### src/rtl/xc_pkg.sv
package xc_pkg;
  // Where a fill's target slot came from
  typedef enum logic [1:0] {
    SRC_MATCH = 2'd0,
    SRC_FREE  = 2'd1,
    SRC_ROT   = 2'd2
  } victim_src_e;
endpackage

### src/rtl/xc_tag_cmp.sv
module xc_tag_cmp #(
  parameter int N  = 8,
  parameter int VW = 20
) (
  input  logic [VW-1:0] tags  [N],
  input  logic [N-1:0]  valid,
  input  logic [VW-1:0] key,
  output logic [N-1:0]  match
);
  for (genvar g = 0; g < N; g++) begin : g_cmp
    assign match[g] = valid[g] && (tags[g] == key);
  end
endmodule

### src/rtl/xc_victim.sv
module xc_victim
  import xc_pkg::*;
#(
  parameter int N = 8
) (
  input  logic         clk,
  input  logic         rst_n,
  input  logic [N-1:0] valid,
  input  logic [N-1:0] fill_match,
  input  logic         fill_do,
  output logic [N-1:0] sel,
  output victim_src_e  src,
  output logic         rot_step
);
  localparam int IW = (N > 1) ? $clog2(N) : 1;

  logic [IW-1:0] ptr_q;
  logic [N-1:0]  free_vec;
  logic [N-1:0]  free_low;
  logic [N-1:0]  ptr_hot;

  // Isolate the lowest set bit of a vector
  function automatic logic [N-1:0] lowest_one(input logic [N-1:0] v);
    return v & (~v + 1'b1);
  endfunction

  function automatic logic [N-1:0] to_onehot(input logic [IW-1:0] idx);
    logic [N-1:0] r;
    r = '0;
    r[idx] = 1'b1;
    return r;
  endfunction

  function automatic logic [IW-1:0] ptr_next(input logic [IW-1:0] p);
    return (p == IW'(N - 1)) ? '0 : p + 1'b1;
  endfunction

  assign free_vec = ~valid;
  assign free_low = lowest_one(free_vec);
  assign ptr_hot  = to_onehot(ptr_q);

  always_comb begin
    if (|fill_match) begin
      sel = fill_match;
      src = SRC_MATCH;
    end else if (|free_vec) begin
      sel = free_low;
      src = SRC_FREE;
    end else begin
      sel = ptr_hot;
      src = SRC_ROT;
    end
  end

  assign rot_step = fill_do && (src == SRC_ROT);

  always_ff @(posedge clk or negedge rst_n) begin
    if (!rst_n) ptr_q <= '0;
    else if (rot_step) ptr_q <= ptr_next(ptr_q);
  end
endmodule

### src/rtl/xc_store.sv
module xc_store #(
  parameter int N  = 8,
  parameter int VW = 20,
  parameter int PW = 20
) (
  input  logic          clk,
  input  logic          rst_n,
  input  logic [N-1:0]  wr_sel,
  input  logic [N-1:0]  clr_sel,
  input  logic [VW-1:0] wr_vpn,
  input  logic [PW-1:0] wr_pfn,
  input  logic          wr_glb,
  output logic [N-1:0]  valid_q,
  output logic [N-1:0]  glb_q,
  output logic [VW-1:0] vpn_q [N],
  output logic [PW-1:0] pfn_q [N]
);
  for (genvar g = 0; g < N; g++) begin : g_slot
    // Valid bit: a write takes priority over a clear in the same cycle
    always_ff @(posedge clk or negedge rst_n) begin
      if (!rst_n)          valid_q[g] <= 1'b0;
      else if (wr_sel[g])  valid_q[g] <= 1'b1;
      else if (clr_sel[g]) valid_q[g] <= 1'b0;
    end

    always_ff @(posedge clk or negedge rst_n) begin
      if (!rst_n) begin
        glb_q[g] <= 1'b0;
        vpn_q[g] <= '0;
        pfn_q[g] <= '0;
      end else if (wr_sel[g]) begin
        glb_q[g] <= wr_glb;
        vpn_q[g] <= wr_vpn;
        pfn_q[g] <= wr_pfn;
      end
    end
  end
endmodule

### src/rtl/page_xlate_cache.sv
module page_xlate_cache
  import xc_pkg::*;
#(
  parameter int ENTRIES = 8,
  parameter int VPN_W   = 20,
  parameter int PFN_W   = 20
) (
  input  logic             clk,
  input  logic             rst_n,
  input  logic [VPN_W-1:0] lk_vpn,
  output logic             lk_hit,
  output logic [PFN_W-1:0] lk_pfn,
  input  logic             fill_en,
  input  logic             fill_present,
  input  logic [VPN_W-1:0] fill_vpn,
  input  logic [PFN_W-1:0] fill_pfn,
  input  logic             fill_glb,
  input  logic             flush_all,
  input  logic             inval_en,
  input  logic [VPN_W-1:0] inval_vpn
);
  localparam int N = ENTRIES;

  logic [N-1:0]     valid_q;
  logic [N-1:0]     glb_q;
  logic [VPN_W-1:0] vpn_q [N];
  logic [PFN_W-1:0] pfn_q [N];

  logic [N-1:0] lk_match;
  logic [N-1:0] fill_match;
  logic [N-1:0] inval_match;
  logic [N-1:0] victim_sel;
  logic [N-1:0] wr_sel;
  logic [N-1:0] clr_sel;
  logic         fill_do;
  logic         rot_step;
  victim_src_e  victim_src;

  // OR-combine the frames of the matching slots (at most one)
  function automatic logic [PFN_W-1:0] pick_pfn(input logic [N-1:0] m,
                                                input logic [PFN_W-1:0] f [N]);
    logic [PFN_W-1:0] r;
    r = '0;
    for (int i = 0; i < N; i++) if (m[i]) r |= f[i];
    return r;
  endfunction

  xc_tag_cmp #(.N(N), .VW(VPN_W)) u_cmp_lk (
    .tags(vpn_q), .valid(valid_q), .key(lk_vpn), .match(lk_match));
  xc_tag_cmp #(.N(N), .VW(VPN_W)) u_cmp_fill (
    .tags(vpn_q), .valid(valid_q), .key(fill_vpn), .match(fill_match));
  xc_tag_cmp #(.N(N), .VW(VPN_W)) u_cmp_inval (
    .tags(vpn_q), .valid(valid_q), .key(inval_vpn), .match(inval_match));

  assign fill_do = fill_en && fill_present;

  xc_victim #(.N(N)) u_victim (
    .clk(clk), .rst_n(rst_n), .valid(valid_q), .fill_match(fill_match),
    .fill_do(fill_do), .sel(victim_sel), .src(victim_src), .rot_step(rot_step));

  assign wr_sel  = fill_do ? victim_sel : '0;
  assign clr_sel = ({N{flush_all}} & ~glb_q) | ({N{inval_en}} & inval_match);

  xc_store #(.N(N), .VW(VPN_W), .PW(PFN_W)) u_store (
    .clk(clk), .rst_n(rst_n), .wr_sel(wr_sel), .clr_sel(clr_sel),
    .wr_vpn(fill_vpn), .wr_pfn(fill_pfn), .wr_glb(fill_glb),
    .valid_q(valid_q), .glb_q(glb_q), .vpn_q(vpn_q), .pfn_q(pfn_q));

  assign lk_hit = |lk_match;
  assign lk_pfn = pick_pfn(lk_match, pfn_q);
endmodule

### config.mk
export PLATFORM = sky130hd
export DESIGN_NAME = page_xlate_cache
export DESIGN_NICKNAME = d
export VERILOG_FILES = /design/src/rtl/xc_pkg.sv /design/src/rtl/xc_tag_cmp.sv /design/src/rtl/xc_victim.sv /design/src/rtl/xc_store.sv /design/src/rtl/page_xlate_cache.sv
export SDC_FILE = /design/constraint.sdc
export NUM_CORES = 1
export LEC_CHECK = 0
export CORE_UTILIZATION = 45
export DETAILED_ROUTE_END_ITERATION = 7
export PLACE_DENSITY = 0.77
export SYNTH_ARGS = -nofsm -noshare
export SYNTH_HDL_FRONTEND = slang
export SYNTH_HIERARCHICAL = 1
export SYNTH_SLANG_ARGS = --single-unit
### constraint.sdc
create_clock -name clk -period 2.6 [get_ports clk]
set_input_delay 0.65 -clock clk [delete_from_list [all_inputs] [get_ports clk]]
set_output_delay 0.65 -clock clk [all_outputs]
set_load 0.02 [all_outputs]
; ---- Word level (Yosys, flattened, before mapping)
; Cells that the tools add are included.
[totals]
register_bits = 339
inputBits = 87
output_inout_bits = 21
word_cells = 147
[op_classes]
add_sub_neg = 2
order_cmp = 2
n_eq_ne = 26
n_mux = 32
bitwise_logic = 14
n_reduce_logical = 38
[ops]
columns = op, n
row1 = $eq A20 B20 Y1, 24
row2 = $mux W20, 8
row3 = $or A20 B20 Y20, 7
row4 = $logic_and A1 B1 Y1, 27
row5 = $and A8 B8 Y8, 3
row6 = $mux W8, 3
row7 = $not A8 Y8, 3
row8 = $reduce_or A8 Y1, 3
row9 = $mux W1, 17
row10 = $reduce_bool A2 Y1, 8
row11 = $add A8 B1 Y8 const B, 1
row12 = $or A8 B8 Y8, 1
row13 = $lt A3 B4 Y1 const B, 1
row14 = $mux W2, 2
row15 = $add A3 B1 Y3 const B, 1
row16 = $demux W1 S3, 1
row17 = $eq A3 B3 Y1 const B, 1
row18 = $ge A3 B1 Y1 const B, 1
row19 = $mux W3, 1
row20 = $eq A2 B2 Y1 const B, 1

; ---- Longest topological paths before layout
; Gate-level depths: netlist of run 1.
[logic_depth]
ltp_word = 17
depth_mapped = 13
depth_no_buf = 10

; ---- Cells and area by module
; The synthesis of run 1 kept the hierarchy.
[modules_own_cells]
columns = module, n_inst, cells_each, area_per_inst_um2, seq_area_each_um2
row1 = xc_store, 1, 720, 14093.5, 8408.1
row2 = xc_tag_cmp, 3, 236, 1996.9, 0.0
row3 = page_xlate_cache, 1, 146, 968.4, 0.0
row4 = xc_victim, 1, 48, 396.6, 75.1

; ---- Worst setup path after synthesis of run 1
; Ideal clock, no wire load.
[synth_timing]
path_kind = input-to-reg
start = input fill_vpn[13]
end = register u_store/pfn_q[140] in the netlist's numbering
setup_time_ps = 125
t_arrival_ps = 3150
required_ps = 2475
setup_slack_ps = -675
path_stages = 13
path_buffers = 3
cell_sequence = buf_2 > xor2_1 > nor4_1 > nand3_1 > nor4_2 > or4_4 > nor4_4 > nand2b_1 > o31ai_1 > and3_1 > buf_6 > buf_12 > mux2_4
[synth_via]
elab_chain_len = 5
word_cells_on_any_way = 19
cone_classes = eq/ne: 8 / mux: 2 / reduce/logical: 9
[synth_rtl]
columns = element, line_no
row1 = start: declaration, page_xlate_cache.sv:15  ; input logic [VPN_W-1:0] fill_vpn,
row2 = $eq A20 B20 Y1, xc_tag_cmp.sv:11  ; assign match[g] = valid[g] && (tags[g] == key);
row3 = $logic_and A1 B1 Y1, xc_tag_cmp.sv:11
row4 = via fill_match[1], page_xlate_cache.sv:30  ; logic [N-1:0] fill_match;
row5 = $reduce_or A8 Y1, xc_victim.sv:43  ; if (|fill_match) begin
row6 = $mux W8, xc_victim.sv:43
row7 = via victim_sel[0], page_xlate_cache.sv:32  ; logic [N-1:0] victim_sel;
row8 = $mux W8, page_xlate_cache.sv:61  ; assign wr_sel = fill_do ? victim_sel : '0;
row9 = via wr_sel[0], page_xlate_cache.sv:33  ; logic [N-1:0] wr_sel;
row10 = end signal: indexed assignment, xc_store.sv:34  ; pfn_q[g] <= wr_pfn;
row11 = end: declaration, xc_store.sv:16  ; output logic [PW-1:0] pfn_q [N]
; The timed path passes the listed nets, and every way through them passes these cells.
; A chain may end at the register's enable or synchronous reset.

; ---- Worst setup path after layout of run 1
[layout_timing]
start = input lk_vpn[0]
end = output lk_pfn[18]
[layout_via]
word_cells_on_any_way = 31
cone_classes = eq/ne: 8 / mux: 8 / bitwise: 7 / reduce/logical: 8
[layout_lines]
columns = element, line_no
row1 = start: declaration, page_xlate_cache.sv:10  ; input logic [VPN_W-1:0] lk_vpn,
row2 = $eq A20 B20 Y1 (*), xc_tag_cmp.sv:11
row3 = $logic_and A1 B1 Y1 (*), xc_tag_cmp.sv:11
row4 = via lk_match[4], page_xlate_cache.sv:29  ; logic [N-1:0] lk_match;
row5 = $mux W20 (*), page_xlate_cache.sv:44  ; for (int i = 0; i < N; i++) if (m[i]) r |= f[i];
row6 = $or A20 B20 Y20, page_xlate_cache.sv:44
row7 = $mux W20 (*), page_xlate_cache.sv:44
row8 = $or A20 B20 Y20, page_xlate_cache.sv:44
row9 = $mux W20 (*), page_xlate_cache.sv:44
row10 = $or A20 B20 Y20, page_xlate_cache.sv:44
row11 = $mux W20 (*), page_xlate_cache.sv:44
row12 = end: declaration, page_xlate_cache.sv:12  ; output logic [PFN_W-1:0] lk_pfn,
; The timed path passes the listed nets; every way through them passes the cells marked *.

==> reports/metrics.cfg, run 1 <==
[global_route]
antenna_found_initial=1
grt_usage_pct=31.92
grt_max_degree=83
overflow=0
grt_pass1_wl_um=112900
grt_pass1_vias=17206

[timing]
fin_crit_ns=3.807
relSlewSlack_pct=57.92
rsz0062_at_grt=true
setup_violations=360
finalHoldViolations=0
fin_setup_tns_ns=-328.71
maxSlewViolCount=0
tightestPinTransition_ns=0.6312
fmax_mhz=262.7
layout_setup_ws_ns=-1.207
min_period_over_period_pct=146.4
finalClockSkew_ns=0.02784

[logic_synthesis]
syn-instance-count=1620
syn_area_sq_um=21440
synth.avg_cell_area_sq_um=13.23
syn_nets=1709
yosysWarnings=6

[critical_path]
cp-start-kind=input pin
max_stage_delay_ns=0.31
worstPathCellList=dlygate4sd2_1 > buf_6 > buf_4 > xnor2_1 > nand4_1 > buf_6 > nor4_4 > buf_6 > buf_12 > a22oi_1 > nand4_1 > buf_6
cp_slowest_cell=xnor2_1
path_buf_inv=7
cp.arrival_ns=3.16
crit_top_cell=buf_6
crit_type=input pin to output port
required_ns=1.95
critPathTopFamily=buffers and inverters
end_kind=output port
path_max_fanout=6

[final_layout]
stdcell_area_sq_um=31120
diodes=0
nets=2348
drive_gt1_share_pct=51.75
area_growth_pct=45.17

[power_and_ir_drop]
p_per_area_nw_per_um2=696.5
p_leak_nw=14.00
ir_worst_vdd_mv=0.4388
total_power_mw=21.68

[floorplanning]
start_util_pct=45.85
num_rows=79
fp.coreArea_sq_um=46750
pin_count=108
chipHeight_um=220.3
fp.dieArea_sq_um=48520
dieWidth_um=220.3

[route]
vias=17699
drt-total-wl_um=91170
drt_iter0_markers=2015
via_per_inst=6.105
drc=9
ant_nets=0
wire_per_inst_um=31.45
drt-pass1-iter-count=8

[place]
dpl-instance-area_sq_um=26020
gp_congestion=1.024
dp_hpwl_um=51850
io_buffer_count=107

[clock_tree]
clock_path_buffers=3
cts_buffers=41
cts-hold-fix-buffers=0
cts_tree=done
htreeDepth=2
cts.sinks=339
cts.clk_slew.worst_paths_ns=0.06
clk_latency_ns=0.58
clockRootBuffer=clkbuf_16

[run]
drv_cap=0

[status]
violations=design-rule violations, negative setup slack
status=complete, but fails checks

[worst_hold_path]
hold_path.class=input pin to asynchronous set/reset pin

[timing repair]
| action | CTS | global route |
|---|---|---|
| gates resized for setup | 216 | 240 |
| setup endpoints to repair | 360 | 360 |
| pin swaps | 38 | 79 |
| setup buffers | 42 | 77 |
| gates cloned | 11 | 45 |
[layout make-up]
| cell class | count | area (sq um) |
|---|---|---|
| Clock buffer | 56 | 1204 |
| Sequential cell | 339 | 8489 |
| Fill cell | 3106 | 15630 |
| Clock inverter | 20 | 275.3 |
| Multi-Input combinational cell | 1151 | 12490 |
| Inverter | 13 | 48.80 |
| Tap cell | 607 | 759.5 |
| Timing Repair Buffer | 713 | 7854 |
[per-stage QoR]
stage	hold WS (ns)	std cells	setup slack (ns)	util [%]
2_1_floorplan	0.3544	1620	-0.5876	-
3_3_place_gp	0.4896	2657	-1.932	55.65
3_5_place_dp	0.4944	2657	-1.904	55.65
4_1_cts	0.01537	2785	-1.112	60.75
5_1_grt	0.01903	2899	-1.215	66.57
6_report	0.001124	2899	-1.207	66.57
[registers in the layout (all words and copies together), names as in the netlist]
name / cells
u_store/pfn_q: 160
u_victim/ptr_q: 3
u_store/vpn_q: 160
u_store/valid_q: 8
u_store/glb_q: 8
[cells in the final DEF, fill, tap and decap left out, types with 3 or more instances in the layout]
| cell type | n |
|---|---|
| buf_4 | 402 |
| dfrtp_1 | 334 |
| mux2_4 | 331 |
| xnor2_1 | 279 |
| xor2_1 | 154 |
| nand4_1 | 94 |
| buf_6 | 81 |
| buf_12 | 80 |
| clkbuf_16 | 78 |
| a22oi_1 | 56 |
| clkdlybuf4s50_1 | 45 |
| nor4_1 | 30 |
| xor2_2 | 28 |
| nor4_2 | 27 |
| a22oi_2 | 24 |
| nand3_1 | 22 |
| dlymetal6s2s_1 | 21 |
| buf_8 | 20 |
| nor4_4 | 18 |
| inv_1 | 13 |
| nand2_1 | 12 |
| clkbuf_8 | 10 |
| buf_16 | 10 |
| xor2_4 | 10 |
| o21ai_0 | 9 |
| xnor2_2 | 9 |
| and3_4 | 8 |
| a21o_1 | 8 |
| clkbuf_2 | 7 |
| bufinv_16 | 5 |
| clkinv_2 | 5 |
| clkinvlp_4 | 5 |
| dlygate4sd2_1 | 5 |
| dfrtp_2 | 5 |
| clkbuf_1 | 4 |
| clkdlybuf4s15_2 | 3 |
| nand2b_1 | 3 |
| nor2_1 | 3 |
[power breakdown]
group	total (mW)	switching [mW]	internal, mW	leakage [nW]
combinational	7.59	3.17	4.42	8.84
clock	6.41	2.63	3.78	0.715
sequential	7.67	1.29	6.38	4.45
total	21.7	7.09	14.6	14.0
[metal layers]
metal  global-route usage [%]  share of wire (%)  vias to the layer above
li1                         -                  -                     7000
met1                    38.50                 36                     8903
met2                    51.90                 45                     1311
met3                    5.924                 10                      483
met4                    21.49                9.5                        2
met5                        0              0.011                        -
[worst paths after layout]
check                      slack (ns)          startpoint  cells past startpoint            endpoint
setup / recovery                -1.21           lk_vpn[0]                     12          lk_pfn[18]
hold / removal                  0.001               rst_n                      1   u_store/pfn_q[76]
setup reg to reg                -1.15  u_store/vpn_q[159]                     14  u_store/vpn_q[144]
hold reg to reg                  0.51   u_store/pfn_q[11]                      1   u_store/pfn_q[11]
max in group asynchronous        1.74               rst_n                      2  u_store/pfn_q[140]
min in group clk                 0.50        fill_vpn[18]                      2  u_store/vpn_q[118]
(Power assumes the default switching activity.)
==> run 2, diff against run 1 <==
--- a/config.mk
+++ b/config.mk
@@ -5,9 +5,9 @@
 export SDC_FILE = /design/constraint.sdc
 export NUM_CORES = 1
 export LEC_CHECK = 0
-export CORE_UTILIZATION = 45
+export CORE_UTILIZATION = 50
 export DETAILED_ROUTE_END_ITERATION = 7
-export PLACE_DENSITY = 0.77
+export PLACE_DENSITY = 0.83
 export SYNTH_ARGS = -nofsm -noshare
 export SYNTH_HDL_FRONTEND = slang
 export SYNTH_HIERARCHICAL = 1
==> reports/metrics.cfg, run 2 (same netlist as run 1, synthesis figures left out) <==
[status]
status=complete, but fails checks
violations=negative setup slack

[critical_path]
path_buf_inv=5  ; -2
cp-start-kind=flop
critPathTopFamily=simple AND/OR/NAND/NOR gates
required_ns=1.95  ; about the same
crit_top_cell=buf_6
max_stage_delay_ns=0.41  ; +0.10 ns
crit_type=flop to output port
worstPathCellList=buf_6 > xor2_2 > nor4_2 > nand4_1 > nor4_4 > buf_6 > buf_12 > buf_16 > a22oi_2 > nand4_1 > buf_6
end_kind=output port
cp.arrival_ns=3.06  ; -0.10 ns
cp_slowest_cell=dfrtp_1
r2r_slack_ns=-1.07  ; +0.08 ns
path_max_fanout=5  ; -1

[final_layout]
nets=2323  ; -1.1%
layout_commonest_cell=buf_4
finish.utilization_pct=72.27  ; +5.7 points
top_regs=u_store/pfn_q (160), u_store/vpn_q (160)
mostFrequentLayoutCells=buf_4, dfrtp_1, mux2_4
drive_gt1_share_pct=51.60  ; -0.15 points
area_growth_pct=42.05

[global_route]
grt_pass1_wl_um=122700  ; +8.7%
grt_usage_pct=38.28  ; +6.4 points
grt_pass1_vias=18373  ; +6.8%
grt_max_degree=79  ; -4.8%
antenna_found_initial=2  ; +1
overflow=0  ; unchanged

[run]
drv_cap=0  ; unchanged

[clock_tree]
clockRootBuffer=clkbuf_16
cts.sinks=339  ; unchanged
cts_tree=done
cts-hold-fix-buffers=0  ; unchanged
clock_path_buffers=3  ; unchanged
cts.clk_slew.worst_paths_ns=0.07  ; about the same
clk_latency_ns=0.57  ; about the same
cts_buffers=39  ; -4.9%
htreeDepth=2  ; unchanged

[power_and_ir_drop]
p_leak_nw=13.63  ; -2.7%
p_per_area_nw_per_um2=685.1  ; -1.6%
total_power_mw=20.86  ; -3.8%
ir_worst_vdd_mv=0.5476  ; +25%

[floorplanning]
pin_count=108  ; unchanged
fp.coreArea_sq_um=42130  ; -9.9%
fp.dieArea_sq_um=43710  ; -9.9%
chipHeight_um=209.1  ; -5.1%
dieWidth_um=209.1  ; -5.1%
start_util_pct=50.88  ; +5.0 points
num_rows=75  ; -5.1%

[route]
drt_iter0_markers=2362  ; +17%
drt-pass1-iter-count=6  ; -2
drc=0  ; -9
ant_nets=0  ; unchanged
wire_per_inst_um=32.26  ; +2.6%
via_per_inst=6.421  ; +5.2%
drt-total-wl_um=90190  ; -1.1%
vias=17952  ; +1.4%

[timing]
finalHoldViolations=0  ; unchanged
rsz0062_at_grt=true
tightestPinTransition_ns=0.7863  ; +0.1552 ns
setup_violations=360  ; unchanged
relSlewSlack_pct=47.58  ; -10 points
layout_setup_ws_ns=-1.113  ; +0.09445 ns
fmax_mhz=269.3  ; +2.5%
hold_ws_ns=0.08263  ; +0.08151 ns
fin_setup_tns_ns=-322.47  ; +6.242 ns
min_period_over_period_pct=142.8  ; -3.6 points
fin_crit_ns=3.713  ; -0.09445 ns
maxSlewViolCount=0  ; unchanged
finalClockSkew_ns=0.02767  ; -0.0001732 ns

[place]
dp_hpwl_um=50600  ; -2.4%
io_buffer_count=107  ; unchanged
gp_congestion=1.067  ; +4.2%
dpl_worst_slack_ns=-1.864  ; +0.04052 ns

[worst_hold_path]
hold_path.class=input pin to asynchronous set/reset pin

-- run 2: where the power goes --
group          switching, mW  total, mW  internal (mW)
Sequential              1.23       7.61           6.39
Combinational           3.29       7.62           4.33
Clock                   2.47       5.63           3.16
Total                   6.99       20.9           13.9
-- run 2: final timing paths --
path                                            to  cells after the start         startpoint
worst max register to register   u_store/pfn_q[65]                     12  u_store/vpn_q[34]
worst min register to register   u_store/pfn_q[12]                      1  u_store/pfn_q[12]
worst max-delay path                     lk_pfn[5]                     11  u_store/vpn_q[91]
worst min-delay path            u_store/pfn_q[113]                      1              rst_n
max in group asynchronous        u_store/vpn_q[38]                      2              rst_n
min in group clk                 u_store/pfn_q[12]                      1  u_store/pfn_q[12]
-- run 2: repair_timing --
| action | 4_1_cts | 5_1_grt |
|---|---|---|
| gates resized for setup | 374 | 145 |
| setup buffers | 80 | 39 |
| endpoints found under the hold margin | 0 | 0 |
| gates cloned | 29 | 18 |
| endpoints found under the setup margin | 360 | 360 |
| pin swaps | 73 | 68 |
-- run 2: cell type report --
type,count,area (sq um)
repair buffers,690,7477
well taps,539,674.4
clock buffers,53,1099
diodes,1,2.502
multi-input cells,1151,12540
fillers,2484,11680
clock inverters,10,126.4
inverters,13,48.80
flip-flops and latches,339,8488
-- run 2: metal layers --
layer  vias up  GRT usage (%)  routed length (um)
li1       6941              -                   -
met1      8975          46.18               31740
met2      1472          61.01               40240
met3       560          7.394                9102
met4         4          28.52                9058
met5         -              0                  43
-- run 2: through the flow --
step	area [sq um]	std cells
detailed placement	26040	2589
global placement	26040	2589
finish	30450	2796
floorplan	21580	1620
global route	30450	2795
CTS	29500	2759
==> run 3, diff against run 2 <==
--- a/config.mk
+++ b/config.mk
@@ -7,6 +7,7 @@
 export LEC_CHECK = 0
 export CORE_UTILIZATION = 50
 export DETAILED_ROUTE_END_ITERATION = 7
+export GPL_ROUTABILITY_DRIVEN = 1
 export PLACE_DENSITY = 0.83
 export SYNTH_ARGS = -nofsm -noshare
 export SYNTH_HDL_FRONTEND = slang
==> results of run 3 <==
Final layout, timing and power as in run 2 (identical DEF).
